### src/rtl/bcd_add_pkg.sv
package bcd_add_pkg;

  localparam int NIB = 4;

  // raw binary sum of two nibbles and a carry, 5 bits wide
  function automatic logic [NIB:0] nib_raw_sum(input logic [NIB-1:0] a,
                                               input logic [NIB-1:0] b,
                                               input logic           ci);
    return {1'b0, a} + {1'b0, b} + {{NIB{1'b0}}, ci};
  endfunction

  // decimal correction term from the 5-bit raw sum
  function automatic logic nib_needs_fix(input logic [NIB:0] s);
    return s[4] | (s[3] & s[2]) | (s[3] & s[1]);
  endfunction

  // corrected nibble: low bits of raw+6 when fixing, raw otherwise
  function automatic logic [NIB-1:0] nib_fixed(input logic [NIB:0] s,
                                               input logic       fix);
    logic [NIB:0] adj;
    adj = s + (fix ? 5'd6 : 5'd0);
    return adj[NIB-1:0];
  endfunction

  // nibble holds a code above nine
  function automatic logic nib_illegal(input logic [NIB-1:0] n);
    return n[3] & (n[2] | n[1]);
  endfunction

endpackage

### src/rtl/bcd_digit_cell.sv
module bcd_digit_cell
  import bcd_add_pkg::*;
(
  input  logic [NIB-1:0] a_nib,
  input  logic [NIB-1:0] b_nib,
  input  logic           c_in,
  output logic [NIB-1:0] d_out,
  output logic           c_out,
  output logic           fix_hit
);

  logic [NIB:0] raw_sum;
  logic         fix_term;

  always_comb begin
    raw_sum  = nib_raw_sum(a_nib, b_nib, c_in);
    fix_term = nib_needs_fix(raw_sum);
    d_out    = nib_fixed(raw_sum, fix_term);
    c_out    = fix_term;
    fix_hit  = fix_term;
  end

endmodule

### src/rtl/bcd_nibble_guard.sv
module bcd_nibble_guard
  import bcd_add_pkg::*;
#(
  parameter int DIGITS = 4,
  localparam int W = NIB * DIGITS
) (
  input  logic [W-1:0] word_a,
  input  logic [W-1:0] word_b,
  output logic         any_bad
);

  logic [DIGITS-1:0] bad_a;
  logic [DIGITS-1:0] bad_b;

  for (genvar g = 0; g < DIGITS; g++) begin : g_nib
    assign bad_a[g] = nib_illegal(word_a[g*NIB +: NIB]);
    assign bad_b[g] = nib_illegal(word_b[g*NIB +: NIB]);
  end

  assign any_bad = |{bad_a, bad_b};

endmodule

### src/rtl/bcd_ripple_chain.sv
module bcd_ripple_chain
  import bcd_add_pkg::*;
#(
  parameter int DIGITS = 4,
  localparam int W = NIB * DIGITS
) (
  input  logic [W-1:0]      add_a,
  input  logic [W-1:0]      add_b,
  input  logic              add_ci,
  output logic [W-1:0]      add_sum,
  output logic              add_co,
  output logic [DIGITS-1:0] fix_vec
);

  logic [DIGITS:0] carry_link;

  assign carry_link[0] = add_ci;

  for (genvar g = 0; g < DIGITS; g++) begin : g_dig
    bcd_digit_cell u_cell (
      .a_nib  (add_a[g*NIB +: NIB]),
      .b_nib  (add_b[g*NIB +: NIB]),
      .c_in   (carry_link[g]),
      .d_out  (add_sum[g*NIB +: NIB]),
      .c_out  (carry_link[g+1]),
      .fix_hit(fix_vec[g])
    );
  end

  assign add_co = carry_link[DIGITS];

endmodule

### src/rtl/bcd_multi_adder.sv
module bcd_multi_adder
  import bcd_add_pkg::*;
#(
  parameter int DIGITS = 4,
  localparam int W = NIB * DIGITS
) (
  input  logic         clk,
  input  logic         rst_n,
  input  logic         start,
  input  logic [W-1:0] op_a,
  input  logic [W-1:0] op_b,
  input  logic         carry_in,
  output logic [W-1:0] sum_out,
  output logic         carry_out,
  output logic         bad_digit,
  output logic         result_valid
);

  logic [W-1:0]      comb_sum;
  logic              comb_co;
  logic              comb_bad;
  logic [DIGITS-1:0] fix_vec;

  bcd_ripple_chain #(.DIGITS(DIGITS)) u_chain (
    .add_a  (op_a),
    .add_b  (op_b),
    .add_ci (carry_in),
    .add_sum(comb_sum),
    .add_co (comb_co),
    .fix_vec(fix_vec)
  );

  bcd_nibble_guard #(.DIGITS(DIGITS)) u_guard (
    .word_a (op_a),
    .word_b (op_b),
    .any_bad(comb_bad)
  );

  always_ff @(posedge clk or negedge rst_n) begin
    if (!rst_n) begin
      sum_out      <= '0;
      carry_out    <= 1'b0;
      bad_digit    <= 1'b0;
      result_valid <= 1'b0;
    end else begin
      result_valid <= start;
      if (start) begin
        sum_out   <= comb_sum;
        carry_out <= comb_co;
        bad_digit <= comb_bad;
      end
    end
  end

endmodule

### config.mk
export PLATFORM = sky130hd
export DESIGN_NAME = bcd_multi_adder
export DESIGN_NICKNAME = d
export VERILOG_FILES = /design/src/rtl/bcd_add_pkg.sv /design/src/rtl/bcd_digit_cell.sv /design/src/rtl/bcd_nibble_guard.sv /design/src/rtl/bcd_ripple_chain.sv /design/src/rtl/bcd_multi_adder.sv
export SDC_FILE = /design/constraint.sdc
export NUM_CORES = 1
export LEC_CHECK = 0
export BUFFER_PORTS_ARGS = -buffer_cell sky130_fd_sc_hd__buf_2
export CORE_MARGIN = 3
export CORE_UTILIZATION = 40
export CTS_CLUSTER_SIZE = 20
export DETAILED_ROUTE_END_ITERATION = 8
export GPL_TIMING_DRIVEN = 0
export MAX_ROUTING_LAYER = met4
export PLACE_DENSITY = 0.76
export SKIP_LAST_GASP = 1
export SLEW_MARGIN = 20
export SYNTH_ARGS = -nofsm -noshare
export SYNTH_HDL_FRONTEND = slang
export SYNTH_SLANG_ARGS = --single-unit
### constraint.sdc
create_clock -name clk -period 1.1 [get_ports clk]
set_clock_uncertainty 0.05 [all_clocks]
set_input_delay 0.22 -clock clk [delete_from_list [all_inputs] [get_ports clk]]
set_output_delay 0.22 -clock clk [all_outputs]
set_load 0.005 [all_outputs]
==> impl_summary.txt, run 1 <==
----------------------------------------------------
[Status]
  Result of the run ... complete, but fails checks
  Violations in the final reports ... setup timing

[Setup path]
  Crit path DAT ... 7190 ps
  Family with the most delay on the worst path ... adder cells
  Library cell appearing most often on the critical path ... sky130_fd_sc_hd__fa_2
  Crit-path max FO ... 3
  Worst Reg-to-Reg Cells ... 1
  Critical path class ... input pin to register
  Worst stage delay on the critical path ... 560 ps
  Endpoint class of the critical path ... register
  Required time of the critical path ... 1170 ps
  Startpoint types ... input pin
  Terminus of the critical flop-to-flop path ... sum_out[3]$_DFFE_PN0P_
  Worst reg-to-reg setup slack ... 200 ps
  Crit-path slowest cell ... sky130_fd_sc_hd__fa_2
  Launch instance of the worst register-to-register path ... sum_out[3]$_DFFE_PN0P_
  Crit path buf inv count ... 5

[Floorplan]
  Die outline width ... 70.0 um
  Floorplan die area ... roughly 0.0049 mm2
  Core area ... 0.00380 mm2
  Number of placement rows ... 22
  Chip height ... between 60 and 70 um
  Number of primary I/O pins ... 55
  Initial cell density of the core ... 43.1%

[Drt]
  Routed Antenna Nets ... 0
  Routed length per placed instance ... 15.5 um
  Drt initial violations ... about 50
  # DRC ... 0
  Vias ... 1,475
  Wirelength, routed ... around 4500 um
  Routed via count divided by cell count ... 5.09
  First-pass detailed-route iteration total ... 4

[Timing]
  Unrepaired setup endpoints after global routing ... true
  Setup tns final ... -63,540 ps
  Count of final hold-check violations ... 0
  Worst hold slack ... roughly 63 ps
  Final setup viols ... 16
  Final clock period utilization by the worst path ... 648%
  Upper clock frequency limit ... ~140 MHz
  Pins over their slew limit ... 0
  Transition time at the pin with the least slew margin ... ~540 ps
  Minimum period implied by the final worst setup slack ... between 7000 and 8000 ps
  Relative max-transition margin ... 64.2%
  Fin worst setup slack ... -6030 ps

[Power and ir drop]
  Seq pwr share ... 29.2%
  Switching power total ... approximately 1.3 mW
  Fraction of power consumed by the clock network ... 13.2%
  Final Total Pwr ... 3.77 mW
  Share of total power consumed by net switching ... 34.0%
  Static leakage ... ~1.2 nW
  Maximum resistive drop on vdd ... roughly 0.51 mV
  Internal portion of total power ... between 2 and 2.5 mW
  P per Cell Area ... around 1600 mW/mm2
  Combinational share of power ... 57.7%

[Placed design]
  Half-perimeter wire length after detailed placement ... between 3000 and 4000 um
  Total placed cells including tap cells ... around 260
  Buffers added on ports ... 54
  Weighted congestion reported at the end of routability-driven placement ... just over 0.8

[Min path]
  HP Class ... input pin to register
  Hold worst-path end ... result_valid$_DFF_PN0_
  Number of cells traversed by the worst hold path ... 1
  Beginning of the worst hold path ... start

[Synthesis]
  Post-Synthesis Cells ... 159
  Largest cells by area after synthesis ... sky130_fd_sc_hd__dfrtp_1 (29%), sky130_fd_sc_hd__fa_1 (15%), sky130_fd_sc_hd__ha_1 (12%)
  Cell Area, Synth ... about 0.0016 mm2
  Synthesized area divided by synthesized cell count ... 10.3 um2
  Most instantiated cells after synthesis ... sky130_fd_sc_hd__inv_1 (22), sky130_fd_sc_hd__dfrtp_1 (19), sky130_fd_sc_hd__ha_1 (16)
  Post-Syn Nets ... 223
  Share of the synthesized area in the top cell type ... 29.1%
  Most numerous cell in the Yosys netlist ... sky130_fd_sc_hd__inv_1
  Flops & latches, synth ... 19
  Dominant register cell in the synthesized netlist ... sky130_fd_sc_hd__dfrtp_1
  Sequential-to-total area share from yosys stat ... 29.1%
  Count of yosys warnings during synthesis ... 0
  Post-synth EDFFs ... 0
  Top cell type by total area after synthesis ... sky130_fd_sc_hd__dfrtp_1
  Async set-or-reset flop fraction in the synthesized netlist ... 100%
  Number of library cell types mapped by synthesis ... 37

[Cells and area]
  Fraction of layout cells with a size suffix above 1 ... 51.7%
  Area overhead of the layout relative to synthesis ... 46.4%
  Footprint of the multi-input gates ... between 0.001 and 0.0015 mm2
  FF+latch area ... 475 um2
  Number of non-filler instances in the completed layout ... 290
  Ant diodes ... 0
  Fillcell total ... roughly 300
  Net count of the finished layout ... 307

[Clocking]
  H-tree Lvls ... 1
  Maximum root-to-sink buffer count ... 2
  Clock root buffer ... sky130_fd_sc_hd__clkbuf_8
  Number of buffers added by the clock tree synthesis step ... 3
  Clock tree from TritonCTS ... yes
  Worst-skew pair later-pin latency ... 260 ps
  Count of clock tree sinks ... 19
  Clock input transition at the sequential cells of the worst setup and hold paths ... 70 ps

[GRT]
  Global routing met3 resource utilization ... 3.74%
  First-pass GRT wire length ... 7020 um
  Met1 track utilization from global routing ... 21.5%
  Via count of the first global-routing pass ... 1,534
  Pin count of the biggest net entering global routing ... 20
  Global route total overflow ... 0
  Overall routing resource usage ... 18.4%
  Busiest layer in global routing ... met2
  GR met2 Demand/Resource ... 31.0%
  Initial antenna violation count ... 0

[Flow run]
  Maximum Capacitance Violations ... 0

----------------------------------------------------
power by group through the flow:
stage          clock network (mW)  registers [mW]  logic [mW]
3_5_place_dp                    0            1.11        1.66
6_report                    0.497            1.10        2.18
4_1_cts                     0.500            1.10        1.93
3_3_place_gp                    0            1.10        1.59
5_1_grt                     0.543            1.14        2.40
2_1_floorplan                   0            1.13        1.06
stage by stage:
step                      util [%]  setup slack, ps  instance area [um2]
after floorplan                  -            -5960                 1700
after global placement        53.4            -6480                 2030
after detailed placement      53.4            -6610                 2030
after CTS                     59.7            -5810                 2270
after global routing          63.1            -6340                 2400
final                         63.1            -6030                 2400
timing repair:
action	4_1_cts	5_1_grt
pin swaps	16	6
hold buffers	1	0
endpoints found under the setup margin	17	16
resized for setup	14	18
setup buffers	19	15
hold endpoints to repair	19	0
how the worst max path moves through the flow:
stage | from | to | slack, ps | cells past startpoint
after floorplan | op_a[0] | sum_out[15]$_DFFE_PN0P_ | -5960 | 32
after global placement | op_a[0] | sum_out[15]$_DFFE_PN0P_ | -6480 | 33
after detailed placement | op_a[0] | sum_out[15]$_DFFE_PN0P_ | -6610 | 33
after CTS | op_a[0] | sum_out[15]$_DFFE_PN0P_ | -5810 | 33
after global routing | op_a[0] | sum_out[15]$_DFFE_PN0P_ | -6340 | 33
final | op_a[0] | sum_out[15]$_DFFE_PN0P_ | -6030 | 33
final cells by class:
type	instances	area share, %
Clock buffer	4	1.88
Sequential cell	19	19.8
Buffer	2	0.366
Timing Repair Buffer	79	21.5
Multi-Input combinational cell	116	50.1
Inverter	22	3.76
Tap cell	48	2.51
state kept, by name, indices dropped and copies added (netlist names):
signal	cells
bad_digit	1
sum_out	16
result_valid	1
carry_out	1
layer usage:
layer / vias to the layer above / part of all wire [%]
li1: 716 / -
met1: 699 / 41
met2: 50 / 52
met3: 10 / 5.1
met4: 0 / 2.2
met5: - / 0
placed cells by master, fill, tap and decap left out, types with 8 or more instances in the layout:
cell type and instances:
sky130_fd_sc_hd__buf_2 54, sky130_fd_sc_hd__dfrtp_1 19, sky130_fd_sc_hd__inv_1 16, sky130_fd_sc_hd__buf_4 13
sky130_fd_sc_hd__ha_1 12, sky130_fd_sc_hd__o21ai_0 11, sky130_fd_sc_hd__fa_2 10, sky130_fd_sc_hd__buf_6 10
sky130_fd_sc_hd__xnor2_1 8, sky130_fd_sc_hd__a21oi_1 8
cells by family (layout without fill, tap and decap cells):
group | after synthesis | count (layout) | synth area share [%]
adders and majority gates | 28 | 28 | 26.9
DFF | 19 | 19 | 29.1
buffers and inverters | 24 | 107 | 5.50
xor gates and xnor gates | 11 | 11 | 5.89
and+or+nand+nor | 26 | 26 | 8.56
muxes | 12 | 12 | 8.49
AOI/OAI and AO/OA | 39 | 39 | 15.6
Power figures use the tool's default switching activity.
==> run 2, diff against run 1 <==
CORE_ASPECT_RATIO = 1.2   (was not set)
==> run 2 against run 1 <==
The run still ends with setup timing left. Sequential power hardly changed. Critical path depth decreased by 2. Combinational power is 11% lower. Die area hardly changed. Largest power group unchanged. Utilization decreased by 2.0 points. First-iteration DRC count shrank 10%. Worst hold slack improved by 27 ps. Non-clock buffer count is 7 lower.
==> impl_summary.txt, run 2 (synthesized netlist as in run 1, its figures left out) <==
----------------------------------------------------
[GRT]
  Via count of the first global-routing pass ... between 1,000 and 1,500
  Pin count of the biggest net entering global routing ... 20
  Global route total overflow ... 0
  First-pass GRT wire length ... 6560 um
  Overall routing resource usage ... 17.0%
  Initial antenna violation count ... 0

[Min path]
  HP Class ... input pin to register

[Cells and area]
  Net count of the finished layout ... 300
  Number of non-filler instances in the completed layout ... between 200 and 300
  Register with the most flip-flops ... sum_out
  Utilization after layout ... 61.0%
  Fraction of layout cells with a size suffix above 1 ... around 50%
  Area overhead of the layout relative to synthesis ... 41.1%
  Number of flip-flops in the largest register ... 16
  Fillcell total ... 333
  Highest-count cells in the layout ignoring fill and taps ... sky130_fd_sc_hd__buf_2 (54), sky130_fd_sc_hd__dfrtp_1 (19), sky130_fd_sc_hd__inv_1 (16)
  Leading cell type in the layout, fill and taps excluded ... sky130_fd_sc_hd__buf_2
  Ant diodes ... 0

[Setup path]
  Crit path DAT ... ~7000 ps
  Crit-path max FO ... 3
  Startpoint types ... input pin
  Crit path buf inv count ... 6
  Crit-path slowest cell ... sky130_fd_sc_hd__fa_1
  Worst stage delay on the critical path ... 530 ps
  Endpoint class of the critical path ... register
  Family with the most delay on the worst path ... adder cells
  Critical path class ... input pin to register
  Required time of the critical path ... 1200 ps
  Library cell appearing most often on the critical path ... sky130_fd_sc_hd__fa_2

[Clocking]
  Maximum root-to-sink buffer count ... 2
  Clock input transition at the sequential cells of the worst setup and hold paths ... about 80 ps
  H-tree Lvls ... 1
  Number of buffers added by the clock tree synthesis step ... 3
  Worst-skew pair later-pin latency ... 250 ps
  Clock tree from TritonCTS ... yes
  Clock root buffer ... sky130_fd_sc_hd__clkbuf_8
  Count of clock tree sinks ... 19

[Power and ir drop]
  P per Cell Area ... ~1500 mW/mm2
  Combinational share of power ... 54.9%
  Internal portion of total power ... 2.35 mW
  Share of total power consumed by net switching ... 33.4%
  Final Total Pwr ... approximately 3.5 mW
  Static leakage ... between 1 and 1.5 nW
  Seq pwr share ... 31.2%
  Fraction of power consumed by the clock network ... 13.9%
  Switching power total ... 1.18 mW
  Maximum resistive drop on vdd ... 0.611 mV

[Floorplan]
  Initial cell density of the core ... 43.3%
  Core area ... 0.00378 mm2
  Chip height ... 76.1 um
  Number of primary I/O pins ... 55
  Floorplan die area ... 0.00490 mm2
  Die outline width ... 64.4 um
  Number of placement rows ... 24

[Placed design]
  Weighted congestion reported at the end of routability-driven placement ... about 0.88
  Worst setup slack after placement ... -6610 ps
  Half-perimeter wire length after detailed placement ... roughly 2900 um
  Buffers added on ports ... 54
  Total placed cells including tap cells ... around 270

[Timing]
  Fin worst setup slack ... -5840 ps
  Minimum period implied by the final worst setup slack ... roughly 6900 ps
  Final clock period utilization by the worst path ... 631%
  Transition time at the pin with the least slew margin ... around 550 ps
  Worst hold slack ... 89.6 ps
  Relative max-transition margin ... 63.0%
  Final setup viols ... 16
  Upper clock frequency limit ... 144 MHz
  Unrepaired setup endpoints after global routing ... true
  Pins over their slew limit ... 0
  Count of final hold-check violations ... 0

[Drt]
  Routed via count divided by cell count ... just under 5
  Wirelength, routed ... roughly 3700 um
  Drt initial violations ... 44
  First-pass detailed-route iteration total ... 4
  Vias ... 1,408
  Routed length per placed instance ... 12.9 um
  # DRC ... 0
  Routed Antenna Nets ... 0

[Status]
  Result of the run ... complete, but fails checks
  Violations in the final reports ... setup timing

[Flow run]
  Maximum Capacitance Violations ... 0

----------------------------------------------------
## run 2: cell count changes in the layout (fill, tap and decap cells not counted), sizes merged
| cell | change |
|---|---|
| buf | -7 |
## run 2: metrics by stage
stage                     TNS, ps  area (um2)
after floorplan            -59820        1700
after global placement     -66320        2030
after detailed placement   -67520        2030
after CTS                  -62450        2290
after global routing       -62740        2310
final                      -59680        2310
## run 2: metal layers
metal  up-vias  share of wire [%]  global-route usage [%]
met5         -                  0                       -
met3         2                5.1                    1.92
met2        39                 49                    28.2
li1        709                  -                       -
met1       658                 45                    21.9
met4         0               0.78                    4.86
## run 2: final timing paths
| path | startpoint | endpoint | slack (ps) | depth (start not counted) |
|---|---|---|---|---|
| max | op_a[0] | sum_out[14]$_DFFE_PN0P_ | -5840 | 31 |
| min | start | result_valid$_DFF_PN0_ | 90 | 1 |
| max reg2reg | sum_out[3]$_DFFE_PN0P_ | sum_out[3]$_DFFE_PN0P_ | 210 | 1 |
| min reg2reg | sum_out[0]$_DFFE_PN0P_ | sum_out[0]$_DFFE_PN0P_ | 440 | 2 |
| max in group asynchronous | rst_n | sum_out[0]$_DFFE_PN0P_ | 290 | 2 |
| min in group asynchronous | rst_n | sum_out[9]$_DFFE_PN0P_ | 390 | 2 |
## run 2: what timing repair did
item | 4_1_cts | 5_1_grt
pin swaps | 12 | 7
hold endpoints to repair | 19 | 0
hold buffers | 1 | 0
setup buffers | 22 | 6
endpoints found under the setup margin | 17 | 16
gates resized for setup | 13 | 10
## run 2: power groups by stage
| stage | Sequential (mW) | Combinational (mW) | Clock (mW) |
|---|---|---|---|
| global route | 1.14 | 2.17 | 0.539 |
| floorplan | 1.13 | 1.06 | 0 |
| global placement | 1.10 | 1.59 | 0 |
| detailed placement | 1.11 | 1.63 | 0 |
| CTS | 1.10 | 1.92 | 0.506 |
| finish | 1.10 | 1.94 | 0.493 |
## run 2: layout make-up
| type | count | area (um2) | area share [%] |
|---|---|---|---|
| Tap cell | 52 | 65.1 | 2.82 |
| Sequential cell | 19 | 475 | 20.6 |
| Buffer | 2 | 8.76 | 0.379 |
| Inverter | 22 | 92.6 | 4.01 |
| Multi-Input combinational cell | 116 | 1190 | 51.7 |
| Clock buffer | 4 | 45.0 | 1.95 |
| Timing Repair Buffer | 72 | 429 | 18.6 |
